### src/rtl/afu_pkg.sv
// Shared constants and types for the arithmetic status flag generator.
// Assumes a 16-bit status word with fixed flag positions.
package afu_pkg;
    localparam int STAT_W     = 16;
    localparam int CF_BIT     = 0;
    localparam int ONE_BIT    = 1;
    localparam int PF_BIT     = 2;
    localparam int AF_BIT     = 4;
    localparam int ZF_BIT     = 6;
    localparam int SF_BIT     = 7;
    localparam int OF_BIT     = 11;
    localparam int NUM_SIZES  = 3;
    localparam int MIN_LANE_W = 8;
    localparam int SIZE_SEL_W = 2;
    localparam int OP_W       = 4;
    localparam logic [STAT_W-1:0] STAT_RST = 16'h0002;

    typedef enum logic [OP_W-1:0] {
        OP_ADD = 4'd0,
        OP_ADC = 4'd1,
        OP_SUB = 4'd2,
        OP_SBB = 4'd3,
        OP_CMP = 4'd4,
        OP_AND = 4'd5,
        OP_TST = 4'd6,
        OP_OR  = 4'd7,
        OP_XOR = 4'd8,
        OP_INC = 4'd9,
        OP_DEC = 4'd10
    } op_e;

    typedef enum logic [1:0] {
        CLS_NONE,
        CLS_ARITH,
        CLS_LOGIC,
        CLS_STEP
    } cls_e;

    typedef struct packed {
        logic cf;
        logic pf;
        logic af;
        logic zf;
        logic sf;
        logic of;
    } flags_t;
endpackage

### src/rtl/afu_size_lane.sv
// Turns the size code into a width mask and a one-hot mark on the top bit
// of the selected width. Assumes WORD_W equals the widest lane (8 << 2).
// Size codes at or above NUM_SIZES map to the widest lane.
module afu_size_lane #(
    parameter int WORD_W = 32
) (
    input  logic [afu_pkg::SIZE_SEL_W-1:0] size_sel,
    output logic [WORD_W-1:0]              size_mask,
    output logic [WORD_W-1:0]              msb_onehot
);
    localparam int TAB_N = 1 << afu_pkg::SIZE_SEL_W;

    logic [WORD_W-1:0] mask_tab [TAB_N];
    logic [WORD_W-1:0] msb_tab  [TAB_N];

    // One table entry per size code; codes past the last lane reuse it.
    for (genvar g = 0; g < TAB_N; g++) begin : g_lane
        localparam int LANE_IDX = (g < afu_pkg::NUM_SIZES) ? g : afu_pkg::NUM_SIZES - 1;
        localparam int LANE_W   = afu_pkg::MIN_LANE_W << LANE_IDX;
        assign mask_tab[g] = {WORD_W{1'b1}} >> (WORD_W - LANE_W);
        assign msb_tab[g]  = {{(WORD_W-1){1'b0}}, 1'b1} << (LANE_W - 1);
    end

    // Pick the entry for the current size code.
    always_comb begin
        size_mask  = mask_tab[size_sel];
        msb_onehot = msb_tab[size_sel];
    end
endmodule

### src/rtl/afu_arith_core.sv
// Decodes the operation and computes the raw value on width-masked operands.
// Add and subtract share one adder that is one bit wider than the word, so
// the carry or borrow of any lane sits at the bit just above that lane.
module afu_arith_core #(
    parameter int WORD_W = 32
) (
    input  logic [WORD_W-1:0]          a_m,
    input  logic [WORD_W-1:0]          b_m,
    input  logic                       carry_in,
    input  logic [afu_pkg::OP_W-1:0]   op_sel,
    output afu_pkg::cls_e              cls,
    output logic                       is_sub,
    output logic [WORD_W-1:0]          b_eff,
    output logic [WORD_W:0]            raw,
    output logic [WORD_W-1:0]          value,
    output logic                       write_back
);
    import afu_pkg::*;

    localparam logic [WORD_W-1:0] ONE_W = {{(WORD_W-1){1'b0}}, 1'b1};

    op_e               op;
    logic              c_eff;
    logic [WORD_W:0]   c_ext;
    logic [WORD_W-1:0] logic_val;

    assign op    = op_e'(op_sel);
    assign c_ext = {{WORD_W{1'b0}}, c_eff};

    // Operation decode: class, adder direction, second operand, carry term.
    always_comb begin
        cls        = CLS_NONE;
        is_sub     = 1'b0;
        b_eff      = b_m;
        c_eff      = 1'b0;
        write_back = 1'b0;
        case (op)
            OP_ADD: begin cls = CLS_ARITH; write_back = 1'b1; end
            OP_ADC: begin cls = CLS_ARITH; c_eff = carry_in; write_back = 1'b1; end
            OP_SUB: begin cls = CLS_ARITH; is_sub = 1'b1; write_back = 1'b1; end
            OP_SBB: begin cls = CLS_ARITH; is_sub = 1'b1; c_eff = carry_in; write_back = 1'b1; end
            OP_CMP: begin cls = CLS_ARITH; is_sub = 1'b1; end
            OP_AND: begin cls = CLS_LOGIC; write_back = 1'b1; end
            OP_TST: begin cls = CLS_LOGIC; end
            OP_OR:  begin cls = CLS_LOGIC; write_back = 1'b1; end
            OP_XOR: begin cls = CLS_LOGIC; write_back = 1'b1; end
            OP_INC: begin cls = CLS_STEP; b_eff = ONE_W; write_back = 1'b1; end
            OP_DEC: begin cls = CLS_STEP; is_sub = 1'b1; b_eff = ONE_W; write_back = 1'b1; end
            default: begin cls = CLS_NONE; end
        endcase
    end

    // Shared adder/subtractor, one bit wider than the operands.
    assign raw = is_sub ? ({1'b0, a_m} - {1'b0, b_eff} - c_ext)
                        : ({1'b0, a_m} + {1'b0, b_eff} + c_ext);

    // Bitwise operations.
    always_comb begin
        case (op)
            OP_AND, OP_TST: logic_val = a_m & b_m;
            OP_OR:          logic_val = a_m | b_m;
            OP_XOR:         logic_val = a_m ^ b_m;
            default:        logic_val = '0;
        endcase
    end

    // Value selection by class; reserved codes give zero.
    always_comb begin
        case (cls)
            CLS_LOGIC:           value = logic_val;
            CLS_ARITH, CLS_STEP: value = raw[WORD_W-1:0];
            default:             value = '0;
        endcase
    end
endmodule

### src/rtl/afu_flag_pack.sv
// Derives the six flags from the adder output and the masked result, then
// packs them into the status word. Assumes a_m and result are already
// width-masked and msb_onehot marks the top bit of the selected width.
module afu_flag_pack #(
    parameter int WORD_W = 32
) (
    input  afu_pkg::cls_e                 cls,
    input  logic                          is_sub,
    input  logic [WORD_W-1:0]             a_m,
    input  logic [WORD_W-1:0]             b_eff,
    input  logic [WORD_W:0]               raw,
    input  logic [WORD_W-1:0]             result,
    input  logic [WORD_W-1:0]             msb_onehot,
    input  logic [afu_pkg::STAT_W-1:0]    prev_status,
    output logic [afu_pkg::STAT_W-1:0]    next_flags
);
    import afu_pkg::*;

    logic   lane_carry;
    logic   sign_a;
    logic   sign_b;
    logic   sign_r;
    logic   nib_carry;
    logic   ovf;
    flags_t fl;

    // Carry or borrow of the selected lane: the adder bit just above it.
    assign lane_carry = |(raw & {msb_onehot, 1'b0});
    assign sign_a     = |(a_m & msb_onehot);
    assign sign_b     = |(b_eff & msb_onehot);
    assign sign_r     = |(result & msb_onehot);
    assign nib_carry  = a_m[4] ^ b_eff[4] ^ raw[4];

    // Signed overflow from the operand and result signs.
    always_comb begin
        if (is_sub) ovf = (sign_a != sign_b) && (sign_r != sign_a);
        else        ovf = (sign_a == sign_b) && (sign_r != sign_a);
    end

    // Flag values per operation class.
    always_comb begin
        fl.pf = ~^result[7:0];
        fl.zf = ~|result;
        fl.sf = sign_r;
        case (cls)
            CLS_ARITH: begin fl.cf = lane_carry;          fl.af = nib_carry; fl.of = ovf;  end
            CLS_STEP:  begin fl.cf = prev_status[CF_BIT]; fl.af = nib_carry; fl.of = ovf;  end
            default:   begin fl.cf = 1'b0;                fl.af = 1'b0;      fl.of = 1'b0; end
        endcase
    end

    // Packing at fixed positions; reserved codes pass the status through.
    always_comb begin
        if (cls == CLS_NONE) begin
            next_flags = prev_status;
        end else begin
            next_flags          = '0;
            next_flags[ONE_BIT] = 1'b1;
            next_flags[CF_BIT]  = fl.cf;
            next_flags[PF_BIT]  = fl.pf;
            next_flags[AF_BIT]  = fl.af;
            next_flags[ZF_BIT]  = fl.zf;
            next_flags[SF_BIT]  = fl.sf;
            next_flags[OF_BIT]  = fl.of;
        end
    end
endmodule

### src/rtl/afu_status_reg.sv
// Holds the committed status word. Loads on a write enable and resets
// synchronously to the value with only the fixed bit set.
module afu_status_reg (
    input  logic                       clk,
    input  logic                       rst_n,
    input  logic                       we,
    input  logic [afu_pkg::STAT_W-1:0] d,
    output logic [afu_pkg::STAT_W-1:0] q
);
    // Status storage with synchronous active-low reset.
    always_ff @(posedge clk) begin
        if (!rst_n)  q <= afu_pkg::STAT_RST;
        else if (we) q <= d;
    end
endmodule

### src/rtl/arith_flag_unit.sv
// Top level of the arithmetic status flag generator. Masks the operands to
// the selected width, runs the shared core, forms the flag word and commits
// it into the status register when flags_we is high.
// Assumes WORD_W is 32 so that the 8, 16 and 32-bit lanes all exist.
module arith_flag_unit #(
    parameter int WORD_W = 32
) (
    input  logic                          clk,
    input  logic                          rst_n,
    input  logic [WORD_W-1:0]             op_a,
    input  logic [WORD_W-1:0]             op_b,
    input  logic                          carry_in,
    input  logic [afu_pkg::OP_W-1:0]      op_sel,
    input  logic [afu_pkg::SIZE_SEL_W-1:0] size_sel,
    input  logic                          flags_we,
    output logic [WORD_W-1:0]             result,
    output logic                          write_back,
    output logic [afu_pkg::STAT_W-1:0]    next_flags,
    output logic [afu_pkg::STAT_W-1:0]    status
);
    import afu_pkg::*;

    logic [WORD_W-1:0] size_mask;
    logic [WORD_W-1:0] msb_onehot;
    logic [WORD_W-1:0] a_m;
    logic [WORD_W-1:0] b_m;
    logic [WORD_W-1:0] b_eff;
    logic [WORD_W:0]   raw;
    logic [WORD_W-1:0] value;
    logic              is_sub;
    cls_e              cls;

    afu_size_lane #(.WORD_W(WORD_W)) u_lane (
        .size_sel   (size_sel),
        .size_mask  (size_mask),
        .msb_onehot (msb_onehot)
    );

    // Operand bits above the selected width are dropped here.
    assign a_m = op_a & size_mask;
    assign b_m = op_b & size_mask;

    afu_arith_core #(.WORD_W(WORD_W)) u_core (
        .a_m        (a_m),
        .b_m        (b_m),
        .carry_in   (carry_in),
        .op_sel     (op_sel),
        .cls        (cls),
        .is_sub     (is_sub),
        .b_eff      (b_eff),
        .raw        (raw),
        .value      (value),
        .write_back (write_back)
    );

    // Result bits above the selected width are cleared.
    assign result = value & size_mask;

    afu_flag_pack #(.WORD_W(WORD_W)) u_pack (
        .cls         (cls),
        .is_sub      (is_sub),
        .a_m         (a_m),
        .b_eff       (b_eff),
        .raw         (raw),
        .result      (result),
        .msb_onehot  (msb_onehot),
        .prev_status (status),
        .next_flags  (next_flags)
    );

    afu_status_reg u_stat (
        .clk   (clk),
        .rst_n (rst_n),
        .we    (flags_we),
        .d     (next_flags),
        .q     (status)
    );
endmodule

### config.mk
export PLATFORM = sky130hd
export DESIGN_NAME = arith_flag_unit
export DESIGN_NICKNAME = d
export VERILOG_FILES = /design/src/rtl/afu_pkg.sv /design/src/rtl/afu_size_lane.sv /design/src/rtl/afu_arith_core.sv /design/src/rtl/afu_flag_pack.sv /design/src/rtl/afu_status_reg.sv /design/src/rtl/arith_flag_unit.sv
export SDC_FILE = /design/constraint.sdc
export NUM_CORES = 1
export LEC_CHECK = 0
export CAP_MARGIN = 5
export CORE_MARGIN = 3
export CORE_UTILIZATION = 40
export DETAILED_ROUTE_END_ITERATION = 16
export PLACE_DENSITY = 0.65
export SLEW_MARGIN = 20
export SYNTH_ARGS = -nofsm -noshare
export SYNTH_HDL_FRONTEND = slang
export SYNTH_SLANG_ARGS = --single-unit
### constraint.sdc
create_clock -name clk -period 16.9 [get_ports clk]
set_input_delay 4.225 -clock clk [delete_from_list [all_inputs] [get_ports clk]]
set_output_delay 4.225 -clock clk [all_outputs]
set_load 0.02 [all_outputs]
# Yosys cells after proc, flatten, opt, wreduce, memory -nomap -nowiden
# Cells that the tools add are included.
op_classes:
  n_addsub: 4
  n_lt_le_gt_ge: 1
  n_eq_ne: 16
  muxes: 19
  bitwise_logic: 13
  n_reduce_logical: 19
ops:
  columns: ["operator", "n"]
  rows:
  - ["$and 32x32->32", 7]
  - ["$mux 32", 5]
  - ["$bmux 32 s2", 2]
  - ["$reduce_or 32->1", 4]
  - ["$pmux 32 s3", 1]
  - ["$pmux 32 s2", 1]
  - ["$add 32x32->33", 1]
  - ["$add 33x1->33", 1]
  - ["$and 33x33->33", 1]
  - ["$mux 33", 1]
  - ["$reduce_or 33->1", 1]
  - ["$sub 32x32->33", 1]
  - ["$sub 33x1->33", 1]
  - ["$or 32x32->32", 1]
  - ["$xor 32x32->32", 1]
  - ["$eq 4x3->1 const B", 4]
  - ["$mux 16", 1]
  - ["$eq 4x4->1 const B", 3]
  - ["$reduce_or 9->1", 1]
  - ["$eq 4x2->1 const B", 2]
  - ["$reduce_or 2->1", 4]
  - ["$reduce_or 4->1", 2]
  - ["$reduce_xnor 8->1", 1]
  - ["$mux 1", 6]
  - ["15 further kinds", 19]
totals:
  register_bits: 16
  inputBits: 74
  output_inout_bits: 65
  word_cells: 73

# Depth between registers and ports, before layout
# Gate-level depths: netlist of run 1.
depth:
  depth_word: 18
  ltp_mapped: 24
  depth_no_buf: 23

# Cells and area by module
# From an unflattened synthesis of run 1, not the netlist that was laid out.
unflattened:
  hier_cells: 1228
  area_unflattened_um2: 8832.2
by_module_without_submodules:
  columns: ["mod", "n_inst", "cells_per_inst", "area_per_inst_um2", "seq_area_each_um2"]
  rows:
  - ["afu_arith_core", 1, 880, 6144.6, 0.0]
  - ["afu_flag_pack", 1, 135, 989.7, 0.0]
  - ["afu_status_reg", 1, 51, 613.1, 320.3]
  - ["arith_flag_unit", 1, 96, 600.6, 0.0]
  - ["afu_size_lane", 1, 66, 484.2, 0.0]

# Worst setup path after synthesis of run 1
# No wires, ideal clock.
synth_timing:
  path_kind: "input port to output port"
  start: "in op_sel[3] (netlist bit)"
  end: "out next_flags[6] (netlist bit)"
  arrival_ns: 9.044
  slack_ns: 3.631
  stages: 20
  cell_sequence: "clkbuf_1 -> inv_1 -> nor3_1 -> clkbuf_1 -> nor2_1 -> ha_1 -> clkbuf_1 -> inv_1 -> ha_1 -> clkbuf_1 -> nand2_1 -> or4_1 -> a211oi_1 -> nor3_1 -> o21ai_0 -> xor2_1 -> a211o_1 -> nor2_1 -> nand4_1 -> o31ai_1"
synth_between:
  elab_chain_len: 11
  elab_cells_between_ends: 37
  classes_between: "4 x add/sub; 13 x eq/ne; 8 x mux; 1 x bitwise; 11 x reduce/logical"
synth_rtl:
  columns: ["element", "line", "text"]
  rows:
  - ["start: declaration", "arith_flag_unit.sv:13", "input logic [afu_pkg::OP_W-1:0] op_sel,"]
  - ["$eq 4x4->1", "afu_arith_core.sv:37", "case (op)"]
  - ["$reduce_or 2->1 (no source line)", null, null]
  - ["$mux 32", "afu_arith_core.sv:37", null]
  - ["$add 32x32->33 / $sub 32x32->33 (equally long branches)", "afu_arith_core.sv:55, afu_arith_core.sv:54", null]
  - ["$add 33x1->33 / $sub 33x1->33 (equally long branches)", "afu_arith_core.sv:55, afu_arith_core.sv:54", null]
  - ["$mux 33", "afu_arith_core.sv:54", "assign raw = is_sub ? ({1'b0, a_m} - {1'b0, b_eff} - c_ext)"]
  - ["$pmux 32 s2 (*)", "afu_arith_core.sv:69", "case (cls)"]
  - ["$and 32x32->32 (*)", "arith_flag_unit.sv:57", "assign result = value & size_mask;"]
  - ["named net result[22]", "arith_flag_unit.sv:16", "output logic [WORD_W-1:0] result,"]
  - ["$reduce_or 32->1 (*)", "afu_flag_pack.sv:43", "fl.zf = ~|result;"]
  - ["$logic_not 1->1 (*)", "afu_flag_pack.sv:43", null]
  - ["$mux 16 (*)", "afu_flag_pack.sv:54", "if (cls == CLS_NONE) begin"]
  - ["end: declaration", "arith_flag_unit.sv:18", "output logic [afu_pkg::STAT_W-1:0] next_flags,"]
# The timed path passes the listed nets; every way through them passes the cells marked *.

# Final worst setup path of run 1
layout_timing:
  start: "in op_sel[3] (netlist bit)"
  end: "out next_flags[6] (netlist bit)"
layout_between:
  elab_chain_len: 11
  elab_cells_between_ends: 37
  classes_between: "4 x add/sub; 13 x eq/ne; 8 x mux; 1 x bitwise; 11 x reduce/logical"
layout_rtl:
  columns: ["element", "line"]
  rows:
  - ["$eq 4x4->1", "afu_arith_core.sv:37"]
  - ["$reduce_or 2->1 (no source line)", null]
  - ["$mux 32", "afu_arith_core.sv:37"]
  - ["$add 32x32->33 / $sub 32x32->33 (equally long branches)", "afu_arith_core.sv:55, afu_arith_core.sv:54"]
  - ["$add 33x1->33 / $sub 33x1->33 (equally long branches)", "afu_arith_core.sv:55, afu_arith_core.sv:54"]
  - ["$mux 33", "afu_arith_core.sv:54"]
  - ["$pmux 32 s2", "afu_arith_core.sv:69"]
  - ["$and 32x32->32", "arith_flag_unit.sv:57"]
  - ["$reduce_or 32->1", "afu_flag_pack.sv:43"]
  - ["$logic_not 1->1", "afu_flag_pack.sv:43"]
  - ["$mux 16 (*)", "afu_flag_pack.sv:54"]
# Every way passes the cells marked *; elsewhere a longest branch is shown, timed or not.

==> impl_metrics.py, run 1 <==
metrics = {
    "placement": {
        "hpwl_mm": 23.2,
        "io_buffers": 138,
        "gp_congestion": 0.968,
    },
    "clocking": {
        "clock_path_buffers": 2,
        "cts_sinks": 16,
        "hold_buffers": 0,
        "path_clk_slew_ns": 0.05,
        "cts_setup_buffers": 0,
        "cts_resized": 0,
        "cts_tree": "built",
        "cts_made_buffers": 3,
        "cts_root_buf": "clkbuf_16",
        "clk-insertion-delay-late_ns": 0.24,
        "h-tree-depth": 1,
    },
    "synthesis": {
        "synth.top_cell.area_share_pct": 24.7,
        "synth_area_leaders": "ha_1 (25%), inv_1 (6.9%), nand2_1 (6.0%)",
        "synthCells": 1218,
        "yosysSeqAreaShare_pct": 3.92,
        "synthFlopType": "dfxtp_1",
        "ys_types": 78,
        "synthArstFlopShare_pct": 0,
        "synth_area_mm2": 0.00816,
        "syn-mean-instance-area_um2": 6.70,
        "yosys.area.top_type": "ha_1",
        "yosysWarnings": 0,
        "synthTopCellsByCount": "ha_1 (161), inv_1 (150), nand2_1 (130)",
        "synth-seq-cells": 16,
        "synthMostInstantiatedCell": "ha_1",
        "syn_nets": 1457,
        "synth_edf_count": 0,
    },
    "global_routing": {
        "grt_pass1_wl_mm": 45.8,
        "grtUsageMet3_pct": 2.34,
        "use_met2_pct": 39.4,
        "grt_use_total_pct": 25.0,
        "antenna_found_initial": 0,
        "grt_busiest_layer": "met2",
        "grt-ovfl-total": 0,
        "grt_pass1_vias": 8722,
        "use_met1_pct": 37.6,
        "grt_max_degree": 44,
    },
    "layout": {
        "reg.largest.list": "u_stat.q (16)",
        "regMostFlops": "u_stat.q",
        "drive_above_1_share_pct": 2.52,
        "largest_reg_flops": 16,
        "syn_to_final_growth_pct": 20.2,
        "nNetsFinal": 1553,
        "diodes": 0,
    },
    "critical_path": {
        "worst_r2r_path_depth": 6,
        "path_class": "in2out",
        "crit_arrival_ns": 10.42,
        "crit_required_ns": 12.68,
        "worst_setup_path_end_kind": "output pin",
        "path_max_fanout": 10,
        "cp-start-kind": "primary input",
    },
    "floorplanning": {
        "die_y_um": 149,
        "die-width_um": 149,
        "core_area_mm2": 0.0198,
        "initial_core_util_pct": 41.3,
        "dieArea_mm2": 0.0222,
        "fp-row-count": 51,
        "io_pins": 139,
    },
    "sta": {
        "fin_setup_tns_ns": 0,
        "slew_headroom_pct": 31.4,
        "rsz0062_at_grt": "no",
        "hold_viol_final": 0,
        "drv_slew": 0,
        "fin_skew_ns": 0,
        "fmaxAchievable_mhz": 68.3,
        "post-route-period-util_pct": 86.7,
        "min_period_ns": 14.65,
        "worstMarginPinSlew_ns": 1.02,
        "finalSetupViolCount": 0,
    },
    "drt": {
        "drc": 0,
        "via_per_inst": 5.81,
        "drt_iter0_drc": 590,
        "num_vias": 9168,
        "ant_nets": 0,
        "wire_per_inst_um": 18.4,
        "dr.pass1.iters": 5,
        "totalWireLength_mm": 29.0,
    },
    "status": {
        "status": "finished clean",
    },
    "run": {
        "drv_cap": 0,
    },
    "worst_hold_path": {
        "holdPathStages": 2,
        "hold_class": "reg2reg",
    },
    "power": {
        "vdd_drop_max_mv": 0.0679,
        "finalPower_uw": 517,
        "p_leak_nw": 4.66,
        "p_per_area_mw_per_mm2": 52.7,
    },
}
-- through the flow --
stage / area, um2 / setup WS, ns / utilization, % / cells / hold slack, ns
2_1_floorplan: 8160 / 3.63 / - / 1218 / 0.535
3_3_place_gp: 9730 / 2.35 / 49.2 / 1574 / 0.465
3_5_place_dp: 9730 / 2.33 / 49.2 / 1574 / 0.465
4_1_cts: 9810 / 2.29 / 49.6 / 1577 / 0.480
5_1_grt: 9810 / 1.89 / 49.6 / 1577 / 0.497
6_report: 9810 / 2.25 / 49.6 / 1577 / 0.473
-- path summary, 6_finish.rpt --
| check | startpoint | to | slack, ns |
|---|---|---|---|
| worst max-delay path | op_sel[3] | next_flags[6] | 2.25 |
| worst min-delay path | u_stat.q[6] | u_stat.q[6] | 0.47 |
| worst max register to register | u_stat.q[0] | u_stat.q[0] | 15.44 |
| worst min register to register | u_stat.q[6] | u_stat.q[6] | 0.47 |
-- cells in the final DEF (no fill, tap or decap), drive strengths merged, types with 9 or more instances in the layout --
cell type      count
o21a              15
ha               161
and2              35
clkdlybuf4s50    137
nor4              15
nand2            130
a211oi            19
or3               10
nor3              23
a221oi            23
a31oi             14
o211ai            15
xnor2             31
a21o              22
a22oi             10
nand3             18
dfxtp             16
nand4             13
a21oi             81
and3              14
nand2b            17
a211o             11
o21ai             63
mux2i             15
inv              150
nor2             115
buf                9
-- worst max-delay path, stage by stage --
cell and delay, ns:
clkdlybuf4s50_1 0.67, inv_1 0.20, nor3_2 0.23, inv_1 0.10, nand2_1 0.11, inv_1 0.06
fa_1 0.46, inv_1 0.09, ha_1 0.17, nor2_1 0.08, fa_1 0.47, and3b_1 0.21
o21a_1 0.28, a21boi_1 0.45, nor2_1 0.24, xnor2_1 0.19, a221oi_1 0.46, nand4_1 0.24
a211oi_1 0.28, nand4_1 0.24, o31ai_1 0.30, clkdlybuf4s50_1 0.68
-- kinds of logic after synthesis --
kind of cell | share of synthesized area [%]
buf+inv | 9.56
mux | 1.98
xor+xnor | 3.76
compound gates | 29.8
fa+ha+maj | 25.7
flops | 3.92
simple gates | 25.3
-- layer usage --
layer	part of all wire [%]	up-vias
met1	48	4222
met2	42	361
met3	7.8	34
li1	-	4551
met4	1.6	0
met5	0	-
-- layout make-up --
cell class,count,area (um2)
Sequential cell,16,320
Multi-Input combinational cell,997,7080
Timing Repair Buffer,146,1440
Tap cell,265,332
Fill cell,2046,9970
Clock buffer,3,75.1
Inverter,150,563
-- power breakdown --
group	internal, mW	leakage (nW)	switching (mW)
combinational	0.173	4.50	0.259
clock	0.0309	0.0370	0.0133
sequential	0.0396	0.130	0.00161
Power figures use the tool's default switching activity.
==> run 2, diff against run 1 <==
--- a/config.mk
+++ b/config.mk
@@ -9,6 +9,7 @@
 export CORE_MARGIN = 3
 export CORE_UTILIZATION = 40
 export DETAILED_ROUTE_END_ITERATION = 16
+export GPL_ROUTABILITY_DRIVEN = 0
 export PLACE_DENSITY = 0.65
 export SLEW_MARGIN = 20
 export SYNTH_ARGS = -nofsm -noshare
==> impl_metrics.py, run 2 (synthesis results as in run 1) <==
metrics = {
    "sta": {
        "hold_viol_final": 0,
        "fin_setup_tns_ns": 0,
        "holdWs_ns": 0.475,
        "slew_headroom_pct": 36.4,
        "rsz0062_at_grt": "no",
        "drv_slew": 0,
        "worstMarginPinSlew_ns": 0.948,
        "post-route-period-util_pct": 88.4,
        "fin_skew_ns": 0,
        "fmaxAchievable_mhz": 66.9,
        "timing.final.ws_setup_ns": 1.96,
        "finalSetupViolCount": 0,
        "min_period_ns": 14.94,
    },
    "global_routing": {
        "grt_pass1_vias": 8847,
        "grt-ovfl-total": 0,
        "grt_use_total_pct": 24.7,
        "grt_pass1_wl_mm": 45.7,
        "grt_max_degree": 45,
        "grt_busiest_layer": "met2",
        "use_met1_pct": 35.9,
        "grtUsageMet3_pct": 2.80,
        "use_met2_pct": 39.4,
        "antenna_found_initial": 0,
    },
    "layout": {
        "fin_cells": 1579,
        "largest_reg_flops": 16,
        "fin_util_pct": 49.7,
        "fillers": 2051,
        "nNetsFinal": 1554,
        "register_area_um2": 320,
        "drive_above_1_share_pct": 2.66,
        "reg.largest.list": "u_stat.q (16)",
        "stdcell_area_mm2": 0.00983,
        "regMostFlops": "u_stat.q",
        "multi_input_area_mm2": 0.00708,
        "diodes": 0,
        "layout_common_cells": "ha_1 (161), inv_1 (150), clkdlybuf4s50_1 (137)",
        "syn_to_final_growth_pct": 20.4,
        "final_common_cell": "ha_1",
    },
    "clocking": {
        "cts_made_buffers": 3,
        "path_clk_slew_ns": 0.05,
        "clk-insertion-delay-late_ns": 0.24,
        "h-tree-depth": 1,
        "hold_buffers": 0,
        "cts_setup_buffers": 0,
        "cts_sinks": 16,
        "cts_root_buf": "clkbuf_16",
        "cts_resized": 0,
        "cts_tree": "built",
        "clock_path_buffers": 2,
    },
    "critical_path": {
        "cpLargestDelayFamily": "buffers and inverters",
        "worstReg2RegEnd": "u_stat.q[0]",
        "cpPeakStageDelay_ns": 0.68,
        "r2r-start": "u_stat.q[0]",
        "cp-endpoint": "next_flags[6]",
        "r2r_slack_ns": 15.45,
        "critPathLaunch": "op_sel[3]",
        "path_class": "in2out",
        "path_max_fanout": 31,
        "cp_num_cells": 23,
        "crit_slowest_cell": "clkdlybuf4s50_1",
        "worst_setup_path_end_kind": "output pin",
        "path_cells": "clkdlybuf4s50_1, inv_1, nor3_2, buf_4, inv_1, nand2_1, inv_1, fa_1, inv_1, ha_1, nor2_1, fa_1, and3b_1, o21a_1, a21boi_1, o2111ai_1, and3b_1, o31ai_1, o311ai_0, nor4_1, nand4_1, o31ai_1, clkdlybuf4s50_1",
        "path_buf_inv": 7,
        "cp-start-kind": "primary input",
        "crit_arrival_ns": 10.72,
        "crit_required_ns": 12.68,
        "worst_r2r_path_depth": 6,
        "cp_common_cell": "inv_1",
    },
    "run": {
        "drv_cap": 0,
    },
    "floorplanning": {
        "io_pins": 139,
        "die-width_um": 149,
        "dieArea_mm2": 0.0222,
        "die_y_um": 149,
        "core_area_mm2": 0.0198,
        "initial_core_util_pct": 41.3,
        "fp-row-count": 51,
    },
    "power": {
        "p_leak_nw": 4.68,
        "p_per_area_mw_per_mm2": 53.0,
        "vdd_drop_max_mv": 0.0663,
        "finalPower_uw": 521,
    },
    "worst_hold_path": {
        "hold_class": "reg2reg",
        "hp-start": "u_stat.q[6]",
    },
    "placement": {
        "io_buffers": 138,
        "hpwl_mm": 22.9,
        "dpl_cell_area_mm2": 0.00974,
        "place_inst": 1575,
        "dp_slack_ns": 1.99,
    },
    "drt": {
        "totalWireLength_mm": 28.4,
        "drc": 0,
        "drt_iter0_drc": 721,
        "ant_nets": 0,
        "via_per_inst": 5.86,
        "num_vias": 9259,
        "dr.pass1.iters": 5,
        "wire_per_inst_um": 18.0,
    },
    "status": {
        "status": "finished clean",
    },
}
run 2: changes by cell type in the layout (fill, tap and decap cells not counted), sizes merged:
cell    change
buf         +1
clkbuf      +1
run 2: power by group:
| group | internal [mW] | switching (mW) | total [mW] | leakage [nW] |
|---|---|---|---|---|
| clock | 0.0359 | 0.0144 | 0.0503 | 0.0442 |
| combinational | 0.174 | 0.256 | 0.430 | 4.50 |
| sequential | 0.0396 | 0.00154 | 0.0411 | 0.130 |
run 2: how the worst min path moves through the flow:
| stage | end | cells after the start | slack (ns) |
|---|---|---|---|
| floorplan | u_stat.q[6] | 2 | 0.53 |
| global route | u_stat.q[13] | 1 | 0.50 |
| finish | u_stat.q[6] | 2 | 0.47 |
| detailed placement | u_stat.q[15] | 1 | 0.46 |
| global placement | u_stat.q[12] | 1 | 0.47 |
| CTS | u_stat.q[2] | 2 | 0.48 |
run 2: area by class of cell:
cell class              count  area share [%]
flip-flops and latches     16            3.26
well taps                 265            3.37
inverters                 150            5.73
multi-input cells         997            72.0
repair buffers            147            14.7
clock buffers               4           0.904
run 2: metal layers:
layer  part of all wire (%)  wire [um]
met5                      0          0
met4                    2.1        605
met3                    8.5       2420
met2                     43      12200
met1                     46      13200
run 2: worst reg2reg max path: cells and delay by family (launching register included):
kind            cells  cell delay, ns
simple gates        2            0.24
flops               1            0.38
compound gates      4            0.77
